$ cat src/rtl/ts_sync_pkg.sv
package ts_sync_pkg;
  localparam int BYTE_W = 8;

  typedef enum logic [1:0] {
    ST_HUNT   = 2'd0,
    ST_VERIFY = 2'd1,
    ST_LOCK   = 2'd2
  } sync_state_e;

  // Length of the bad-word run that ends lock.
  function automatic logic [2:0] loss_limit(input logic [1:0] sel);
    return {1'b0, sel} + 3'd2;
  endfunction

  // True when a byte is the pattern or its complement.
  function automatic logic sync_hit(input logic [BYTE_W-1:0] b,
                                    input logic [BYTE_W-1:0] pat);
    return (b == pat) || (b == ~pat);
  endfunction
endpackage

$ cat src/rtl/ts_sync_match.sv
module ts_sync_match
  import ts_sync_pkg::*;
#(
  parameter logic [BYTE_W-1:0] DEF_SYNC = 8'h47
) (
  input  logic [BYTE_W-1:0] in_byte,
  input  logic              prog_en,
  input  logic [BYTE_W-1:0] prog_val,
  output logic              hit
);
  logic [BYTE_W-1:0] pattern;

  always_comb begin
    pattern = prog_en ? prog_val : DEF_SYNC;
    hit     = sync_hit(in_byte, pattern);
  end
endmodule

$ cat src/rtl/ts_sync_pos.sv
module ts_sync_pos #(
  parameter int PKT_LEN = 204
) (
  input  logic clk,
  input  logic rst_n,
  input  logic adv,
  input  logic restart,
  input  logic tracking,
  output logic aligned
);
  localparam int PW = $clog2(PKT_LEN + 1);
  localparam logic [PW-1:0] LAST = PW'(PKT_LEN);
  localparam logic [PW-1:0] FIRST = PW'(1);

  logic [PW-1:0] pos;

  always_ff @(posedge clk or negedge rst_n) begin
    if (!rst_n) pos <= FIRST;
    else if (restart) pos <= FIRST;
    else if (adv && tracking) pos <= (pos == LAST) ? FIRST : pos + FIRST;
  end

  assign aligned = tracking && (pos == LAST);


  pos_range_chk: assert property (@(posedge clk) disable iff (!rst_n)
    (pos >= FIRST) && (pos <= LAST));
endmodule

$ cat src/rtl/ts_sync_fsm.sv
module ts_sync_fsm
  import ts_sync_pkg::*;
#(
  parameter int ACQ_COUNT = 3
) (
  input  logic       clk,
  input  logic       rst_n,
  input  logic       in_valid,
  input  logic       hit,
  input  logic       aligned,
  input  logic       bypass,
  input  logic [1:0] loss_sel,
  output logic       locked,
  output logic       tracking,
  output logic       restart,
  output logic       pkt_start,
  output logic       gain_evt,
  output logic       lost_evt,
  output logic       gain_q,
  output logic       lost_q
);
  localparam int GW = $clog2(ACQ_COUNT + 1);
  localparam logic [GW-1:0] ACQ_LAST = GW'(ACQ_COUNT);
  localparam logic [GW-1:0] G_ONE = GW'(1);

  sync_state_e state, nxt_state;
  logic [GW-1:0] good_cnt, nxt_good;
  logic [2:0]    bad_cnt, nxt_bad;

  always_comb begin
    nxt_state = state;
    nxt_good  = good_cnt;
    nxt_bad   = bad_cnt;
    gain_evt  = 1'b0;
    lost_evt  = 1'b0;
    if (bypass) begin
      nxt_state = ST_HUNT;
      nxt_good  = '0;
      nxt_bad   = '0;
    end else if (in_valid) begin
      unique case (state)
        ST_HUNT: if (hit) begin
          nxt_state = ST_VERIFY;
          nxt_good  = G_ONE;
        end
        ST_VERIFY: if (aligned) begin
          if (!hit) begin
            nxt_state = ST_HUNT;
            nxt_good  = '0;
          end else if (good_cnt + G_ONE == ACQ_LAST) begin
            nxt_state = ST_LOCK;
            nxt_good  = '0;
            nxt_bad   = '0;
            gain_evt  = 1'b1;
          end else begin
            nxt_good = good_cnt + G_ONE;
          end
        end
        ST_LOCK: if (aligned) begin
          if (hit) begin
            nxt_bad = '0;
          end else if (bad_cnt + 3'd1 >= loss_limit(loss_sel)) begin
            nxt_state = ST_HUNT;
            nxt_bad   = '0;
            lost_evt  = 1'b1;
          end else begin
            nxt_bad = bad_cnt + 3'd1;
          end
        end
        default: nxt_state = ST_HUNT;
      endcase
    end
  end

  always_ff @(posedge clk or negedge rst_n) begin
    if (!rst_n) begin
      state    <= ST_HUNT;
      good_cnt <= '0;
      bad_cnt  <= '0;
      gain_q   <= 1'b0;
      lost_q   <= 1'b0;
    end else begin
      state    <= nxt_state;
      good_cnt <= nxt_good;
      bad_cnt  <= nxt_bad;
      gain_q   <= gain_evt;
      lost_q   <= lost_evt;
    end
  end

  assign locked    = (state == ST_LOCK);
  assign tracking  = (state != ST_HUNT);
  assign restart   = (state == ST_HUNT) && in_valid && hit && !bypass;
  assign pkt_start = locked && in_valid && aligned && !bypass;


  gain_on_rise_chk: assert property (@(posedge clk) disable iff (!rst_n)
    $rose(locked) |-> gain_q);

  events_excl_chk: assert property (@(posedge clk) disable iff (!rst_n)
    !(gain_q && lost_q));

  lost_from_lock_chk: assert property (@(posedge clk) disable iff (!rst_n)
    lost_q |-> (!locked && $past(locked)));

  bypass_quiet_chk: assert property (@(posedge clk) disable iff (!rst_n)
    $past(bypass) |-> (!locked && !gain_q && !lost_q));

  pstart_locked_chk: assert property (@(posedge clk) disable iff (!rst_n)
    pkt_start |-> locked);
endmodule

$ cat src/rtl/ts_sync_irq.sv
module ts_sync_irq #(
  parameter int N_EV = 2
) (
  input  logic            clk,
  input  logic            rst_n,
  input  logic [N_EV-1:0] ev,
  input  logic [N_EV-1:0] ev_q,
  input  logic            clr,
  output logic [N_EV-1:0] irq
);
  for (genvar i = 0; i < N_EV; i++) begin : g_bit
    always_ff @(posedge clk or negedge rst_n) begin
      if (!rst_n) irq[i] <= 1'b0;
      else if (ev[i]) irq[i] <= 1'b1;
      else if (clr) irq[i] <= 1'b0;
    end


    irq_set_chk: assert property (@(posedge clk) disable iff (!rst_n)
      ev_q[i] |-> irq[i]);

    irq_hold_chk: assert property (@(posedge clk) disable iff (!rst_n)
      $fell(irq[i]) |-> $past(clr));
  end
endmodule

$ cat src/rtl/ts_sync_lock.sv
module ts_sync_lock
  import ts_sync_pkg::*;
#(
  parameter int              PKT_LEN   = 204,
  parameter int              ACQ_COUNT = 3,
  parameter logic [7:0]      DEF_SYNC  = 8'h47
) (
  input  logic       clk,
  input  logic       rst_n,
  input  logic [7:0] in_byte,
  input  logic       in_valid,
  input  logic [1:0] loss_sel,
  input  logic       prog_sync_en,
  input  logic [7:0] prog_sync_val,
  input  logic       bypass,
  input  logic       irq_clr,
  output logic [7:0] out_byte,
  output logic       out_valid,
  output logic       locked,
  output logic       pkt_start,
  output logic       lock_gain,
  output logic       lock_lost,
  output logic       irq_gain,
  output logic       irq_lost
);
  logic hit, aligned, tracking, restart, gain_evt, lost_evt;
  logic [1:0] irq_vec;

  ts_sync_match #(.DEF_SYNC(DEF_SYNC)) u_match (
    .in_byte(in_byte), .prog_en(prog_sync_en), .prog_val(prog_sync_val), .hit(hit));

  ts_sync_pos #(.PKT_LEN(PKT_LEN)) u_pos (
    .clk(clk), .rst_n(rst_n), .adv(in_valid), .restart(restart),
    .tracking(tracking), .aligned(aligned));

  ts_sync_fsm #(.ACQ_COUNT(ACQ_COUNT)) u_fsm (
    .clk(clk), .rst_n(rst_n), .in_valid(in_valid), .hit(hit), .aligned(aligned),
    .bypass(bypass), .loss_sel(loss_sel), .locked(locked), .tracking(tracking),
    .restart(restart), .pkt_start(pkt_start), .gain_evt(gain_evt),
    .lost_evt(lost_evt), .gain_q(lock_gain), .lost_q(lock_lost));

  ts_sync_irq #(.N_EV(2)) u_irq (
    .clk(clk), .rst_n(rst_n), .ev({lost_evt, gain_evt}),
    .ev_q({lock_lost, lock_gain}), .clr(irq_clr), .irq(irq_vec));

  assign irq_gain  = irq_vec[0];
  assign irq_lost  = irq_vec[1];
  assign out_byte  = in_byte;
  assign out_valid = in_valid;


  passthru_chk: assert property (@(posedge clk) disable iff (!rst_n)
    (out_byte == in_byte) && (out_valid == in_valid));
endmodule

$ cat config.mk
export PLATFORM = sky130hd
export DESIGN_NAME = ts_sync_lock
export DESIGN_NICKNAME = d
export VERILOG_FILES = /design/src/rtl/ts_sync_pkg.sv /design/src/rtl/ts_sync_match.sv /design/src/rtl/ts_sync_pos.sv /design/src/rtl/ts_sync_fsm.sv /design/src/rtl/ts_sync_irq.sv /design/src/rtl/ts_sync_lock.sv
export SDC_FILE = /design/constraint.sdc
export NUM_CORES = 1
export LEC_CHECK = 0
export BUFFER_PORTS_ARGS = -buffer_cell sky130_fd_sc_hd__buf_2
export CELL_PAD_IN_SITES_DETAIL_PLACEMENT = 1
export CELL_PAD_IN_SITES_GLOBAL_PLACEMENT = 1
export CORE_ASPECT_RATIO = 0.9
export CORE_MARGIN = 5
export CORE_UTILIZATION = 44
export CTS_BUF_LIST = sky130_fd_sc_hd__clkbuf_8
export DETAILED_ROUTE_END_ITERATION = 8
export GPL_ROUTABILITY_DRIVEN = 0
export PLACE_DENSITY = 0.92
export SYNTH_ARGS = -nofsm -noshare
export SYNTH_HDL_FRONTEND = slang
export SYNTH_HIERARCHICAL = 1
export SYNTH_SLANG_ARGS = --single-unit
$ cat constraint.sdc
create_clock -name clk -period 4.5 [get_ports clk]
set_input_delay 0.45 -clock clk [delete_from_list [all_inputs] [get_ports clk]]
set_output_delay 0.45 -clock clk [all_outputs]
set_load 0.05 [all_outputs]
==> run summary, run 1 <==
Largest net degree at the start of global routing: 20
Req. time, crit path: 4.64 ns
CP top delay family: simple AND/OR/NAND/NOR gates
Final HPWL DP: 3090 um
Top post-synthesis cells by area: dfrtp_1, ha_1, buf_4, nor2_1, xor2_1
Cell breakdown of the critical path: buf_2 -> inv_4 -> or4_1 -> a32oi_1 -> a32o_1 -> nor2b_1 -> and3_1 -> and3b_1 -> o21a_2 -> a31oi_1 -> a31oi_1
Die height: 66.7 um
Global-route wire length before repair: 6740 um
Vias in the first global route: 1529
Overall routing resource usage: 0.170
CP max stage delay: 0.54 ns
Crit Path Category: input pin to flop
Library cells used by synthesis: 60
CP max stage cell: or4_1
CP Capture Type: flop
Bufs on Longest Clock Path: 2
Drt drc: 0
CTS tree: done
Die area: 0.00486 sq mm
Post-Syn Instances: 172
Post-route setup TNS: 0 ns
Post-Synth Simple-Gate Area: 0.281
Main flop type after synthesis: dfrtp_1
Finished Layout Cells: 247
Initial core utilization: 0.461
#FFs+latches synth: 19
Dominant cell by count in the synthesized netlist: dfrtp_1
Total congestion overflow: 0
Xor/xnor share of the synthesized area: 0.0447
Post-CTS Setup Bufs: 0
Synth async-reset ratio: 1.00
Post-synthesis instance area: 0.00157 sq mm
Num rows: 20
Vias per cell: 5.77
Die width: 72.9 um
Fmax: 0.339 GHz
Mapped Nets: 202
Area of the multi-input gates: 965 sq um
Synth area leader: dfrtp_1
Routed Antenna Nets: 0
Io pins: 39
DR pass1 iterations: 4
Synth Area per Inst: 9.12 sq um
Slew HR: 0.719
Clock root cell: clkbuf_8
Htree depth: 1
Hold WC Path Type: input pin to asynchronous set/reset pin
Reg clk slew, reported paths: 0.07 ns
# clock sinks: 19
Actual slew at the worst max-slew pin: 0.421 ns
Initial antenna violation count: 0
Mux share of post-synthesis cell area: 0.0279
Inst Count DP: 243
Flop2flop setup slack: 2.21 ns
Synth Area in Adders: 0.0478
Fillers: 427
Drt total wl: 3960 um
RSZ-0062 raised after global routing: no
Core area: 0.00340 sq mm
Nets: 234
Layout cells sized above 1: 0.261
Antenna diode count: 0
Layout Skew: 0.00658 ns
Fin. max-slew vios: 0
Worst EP arrival: 3.09 ns
Vias post-DR: 1424
Iter 0 DRT Violations: 42
Largest family of logic cells by synthesized area: simple AND/OR/NAND/NOR gates
Crit start category: input pin
Sequential-to-total area share from yosys stat: 0.304
WP buf/inv: 2
Clock Latency Late Sink: 0.25 ns
EDFF count, synth: 0
Worst-path fanout max: 18
Yosys top cell area share: 0.287
Most used cell, CP: a31oi_1
Fin crit period: 2.95 ns
Max-Cap Viols: 0
Synth Area in Compound Gates: 0.214
Outcome: finished, final reports clean
Syn. warnings: 6
Final setup fails: 0
Register cell area after layout: 477 sq um
IO buf count: 38
P&R area growth vs syn: 13.2%
VDD IR max: 0.142 mV
Post-cts resize count: 0
Routed wire length per instance: 16.0 um
Synth cell count leaders: dfrtp_1, nor2_1, inv_1
LEAKAGE: 0.000889 uW
Pwr Density: 209 mW/mm^2
Hold_buf cts: 0
CTS Buf Count: 3
Final hold vios: 0
Fin crit share: 0.656
cell families (layout without fill, tap and decap cells):
kind of cell / after synthesis / after routing
mux: 4 / 4
fa+ha+maj: 6 / 6
compound gates: 42 / 42
simple gates: 71 / 71
flops: 19 / 19
xor+xnor: 8 / 8
buf+inv: 22 / 53
layer usage:
layer | share of wire | track usage | wire [um] | vias to the layer above
met1 | 0.45 | 0.205 | 1770 | 690
met4 | 0.0083 | 0.0461 | 33 | 0
met2 | 0.49 | 0.313 | 1930 | 32
li1 | - | - | - | 698
met3 | 0.055 | 0.0241 | 218 | 4
met5 | 0 | 0 | 0 | -
registers in the layout, summed over array words and instances (netlist names):
name and cells:
u_fsm/bad_cnt 3, u_fsm/gain_q 1, u_fsm/good_cnt 2, u_fsm/lost_q 1, u_fsm/state 2, u_irq/irq 2
u_pos/pos 8
area by class of cell:
cell class,instances,area share
Timing Repair Buffer,38,0.107
Multi-Input combinational cell,131,0.543
Inverter,11,0.0247
Clock buffer,3,0.0233
Sequential cell,19,0.268
Clock inverter,1,0.00211
Tap cell,44,0.0310
worst paths after layout:
kind / start / to / depth (start not counted)
min in group clk: u_irq/irq[0] / u_irq/irq[0] / 1
hold / removal: rst_n / u_fsm/state[0] / 1
hold reg to reg: u_irq/irq[0] / u_irq/irq[0] / 1
setup / recovery: prog_sync_en / u_pos/pos[6] / 11
max in group asynchronous: rst_n / u_pos/pos[0] / 1
setup reg to reg: u_pos/pos[0] / u_fsm/bad_cnt[0] / 9
power breakdown:
part	switching [uW]	internal, uW
registers	3.98	175
logic	49.4	26.3
clock network	55.7	60.6
total	109	262
stage by stage:
stage | setup WS (ns) | cell area (sq um) | hold slack, ns | util | power (uW)
2_1_floorplan | 1.89 | 1570 | 0.154 | - | 231
3_3_place_gp | 1.55 | 1730 | 0.408 | 0.508 | 255
3_5_place_dp | 1.35 | 1730 | 0.409 | 0.508 | 258
4_1_cts | 1.60 | 1780 | 0.130 | 0.522 | 376
5_1_grt | 1.40 | 1780 | 0.150 | 0.522 | 393
6_report | 1.55 | 1780 | 0.122 | 0.522 | 371
cell usage in the layout (no fill, tap or decap), drive strengths merged, types with 2 or more instances in the layout:
cell type and count:
xnor2 2, and3 6, xor2 6, and2 4
nand2 7, a221o 3, nor2b 5, nand3b 3
nor4 2, mux2 3, a31oi 4, nor2 14
nor3b 3, a21o 4, nand3 5, nand4 4
nand4b 3, buf 38, ha 6, dfrtp 18
or4 3, a31o 2, nand2b 4, a22oi 3
o2111ai 2, clkbuf 3, inv 12, a21oi 5
o21ai 6, or3 2, a21bo 2
No activity file was read; power rests on OpenSTA's default activity.
==> run 2, diff against run 1 <==
- CORE_UTILIZATION: 44 -> 37
- PLACE_DENSITY: 0.92 -> 0.83
- clock period: 4.5 -> 2.6 ns (I/O delays scaled with it)
==> run summary, run 2 (synthesis gave the netlist of run 1 again) <==
Outcome: finished, final reports clean
VDD IR max: 0.188 mV (+33%)
Vias in the first global route: 1489 (-2.6%)
Fmax: 0.424 GHz
Met2 WL: 1790 um (-7.2%)
Crit start category: input pin
Htree depth: 1 (unchanged)
Fin util: 0.448 (-0.0742)
Vias post-DR: 1459 (+2.5%)
Fillers: 509 (+19%)
Pwr Density: 351 mW/mm^2 (+68%)
Overall routing resource usage: 0.144 (-0.0260)
WP buf/inv: 2 (unchanged)
Core area: 0.00410 sq mm (+21%)
Num rows: 22 (+10%)
Antenna diode count: 0 (unchanged)
Nets: 241 (+3.0%)
Actual slew at the worst max-slew pin: 0.422 ns (+0.00129 ns)
Cell breakdown of the critical path: buf_2 -> inv_4 -> or4_1 -> a32oi_1 -> a32o_1 -> nor2b_1 -> and3_1 -> and3b_1 -> o21a_2 -> a31oi_1 -> a31oi_1
Initial core utilization: 0.383 (-0.0785)
Die area: 0.00564 sq mm (+16%)
Worst-path fanout max: 11 (-7)
Crit Path Category: input pin to flop
Top routing layer used: met4
CP top delay family: simple AND/OR/NAND/NOR gates
LEAKAGE: 0.000925 uW (+4.0%)
P&R area growth vs syn: 17.0%
Initial antenna violation count: 0 (unchanged)
CP max stage cell: or4_1
Final hold vios: 0 (unchanged)
Io pins: 39 (unchanged)
Register cell area after layout: 477 sq um (unchanged)
Reg clk slew, reported paths: 0.07 ns (about the same)
Fin crit share: 0.907
Pre-CTS setup slack: 0.00230 ns (-1.34 ns)
Die width: 78.6 um (+7.8%)
Commonest non-fill, non-tap cell in the layout: buf_2
IO buf count: 38 (unchanged)
Req. time, crit path: 2.73 ns (-1.91 ns)
CP max stage delay: 0.53 ns (about the same)
Most used cell, CP: a31oi_1
Bufs on Longest Clock Path: 2 (unchanged)
Routed wire length per instance: 15.0 um (-6.2%)
Global-route wire length before repair: 6800 um (+0.82%)
Fin. max-slew vios: 0 (unchanged)
Slew HR: 0.718 (-0.000859)
Total congestion overflow: 0 (unchanged)
Metal-1 WL: 1850 um (+4.6%)
Area of the multi-input gates: 965 sq um (unchanged)
Routed Antenna Nets: 0 (unchanged)
Vias per cell: 5.66 (-1.9%)
Reg with most FFs: u_pos/pos
Largest regs: u_pos/pos x8, u_fsm/bad_cnt x3
Max reg flops: 8 (unchanged)
CTS Buf Count: 3 (unchanged)
Setup ws final: 0.241 ns (-1.31 ns)
Clock Latency Late Sink: 0.25 ns (about the same)
RSZ-0062 raised after global routing: no
Inst Count DP: 253 (+4.1%)
# clock sinks: 19 (unchanged)
Die height: 71.8 um (+7.7%)
Iter 0 DRT Violations: 28 (-33%)
Final HPWL DP: 3090 um (about the same)
CP Capture Type: flop
Worst EP arrival: 2.49 ns (-0.60 ns)
Hold WC Path Type: input pin to flop
Layout Skew: 0.00129 ns (-0.00529 ns)
Fin crit period: 2.36 ns
Largest net degree at the start of global routing: 20 (unchanged)
Clock root cell: clkbuf_8
Layout cells sized above 1: 0.281 (+0.0199)
Post-route setup TNS: 0 ns (unchanged)
Finished Layout Cells: 258 (+4.5%)
DR WL met3: 166 um (-24%)
Max-Cap Viols: 0 (unchanged)
DR pass1 iterations: 4 (unchanged)
Final setup fails: 0 (unchanged)
CTS tree: done
Drt total wl: 3880 um (-2.0%)
Drt drc: 0 (unchanged)
Most frequent cells in the layout: buf_2, dfrtp_1, nor2_1, inv_1
run 2: cell types whose count changed in the layout (fill, tap and decap cells not counted), sizes merged:
cell	delta
buf	+6
dlygate4sd3	+1
run 2: report_power, final:
part	leakage [uW]	switching [uW]	internal, uW
Clock	0.0000269	97.5	105
Combinational	0.000638	84.9	48.5
Sequential	0.000260	6.20	302
run 2: layout make-up:
| class | instances | area share |
|---|---|---|
| Clock buffer | 3 | 0.0225 |
| Tap cell | 48 | 0.0327 |
| Inverter | 11 | 0.0239 |
| Clock inverter | 1 | 0.00204 |
| Multi-Input combinational cell | 131 | 0.526 |
| Sequential cell | 19 | 0.260 |
| Timing Repair Buffer | 45 | 0.134 |
run 2: worst min-delay path, stage by stage:
cell and delay, ns:
buf_2 0.10, inv_1 0.07, a21o_1 0.10
run 2: what timing repair did:
action / 4_1_cts / 5_1_grt
hold endpoints to repair: 18 / 0
resized for setup: 0 / 0
setup buffers: 0 / 0
hold buffers: 1 / 0
run 2: final timing paths:
check / start / endpoint / slack, ns / cells after the start
max in group asynchronous: rst_n / u_pos/pos[0] / 1.80 / 2
worst max register to register: u_pos/pos[0] / u_fsm/bad_cnt[2] / 0.34 / 9
min in group asynchronous: rst_n / u_fsm/gain_q / 0.47 / 2
worst min-delay path: irq_clr / u_irq/irq[1] / 0.31 / 3
worst min register to register: u_irq/irq[1] / u_irq/irq[1] / 0.48 / 1
worst max-delay path: prog_sync_en / u_pos/pos[6] / 0.24 / 11
run 2: metrics by stage:
stage,power (uW),area [sq um],hold WS (ns)
6_report,644,1840,0.315
3_5_place_dp,447,1780,0.231
2_1_floorplan,401,1570,-0.0356
4_1_cts,654,1840,0.318
3_3_place_gp,445,1780,0.224
5_1_grt,682,1840,0.330
run 2: per-layer routing:
metal  GRT usage  vias to the layer above
met5           0                        -
met4      0.0524                        0
met3      0.0214                        6
met2       0.232                       30
met1       0.197                      712
li1            -                      711
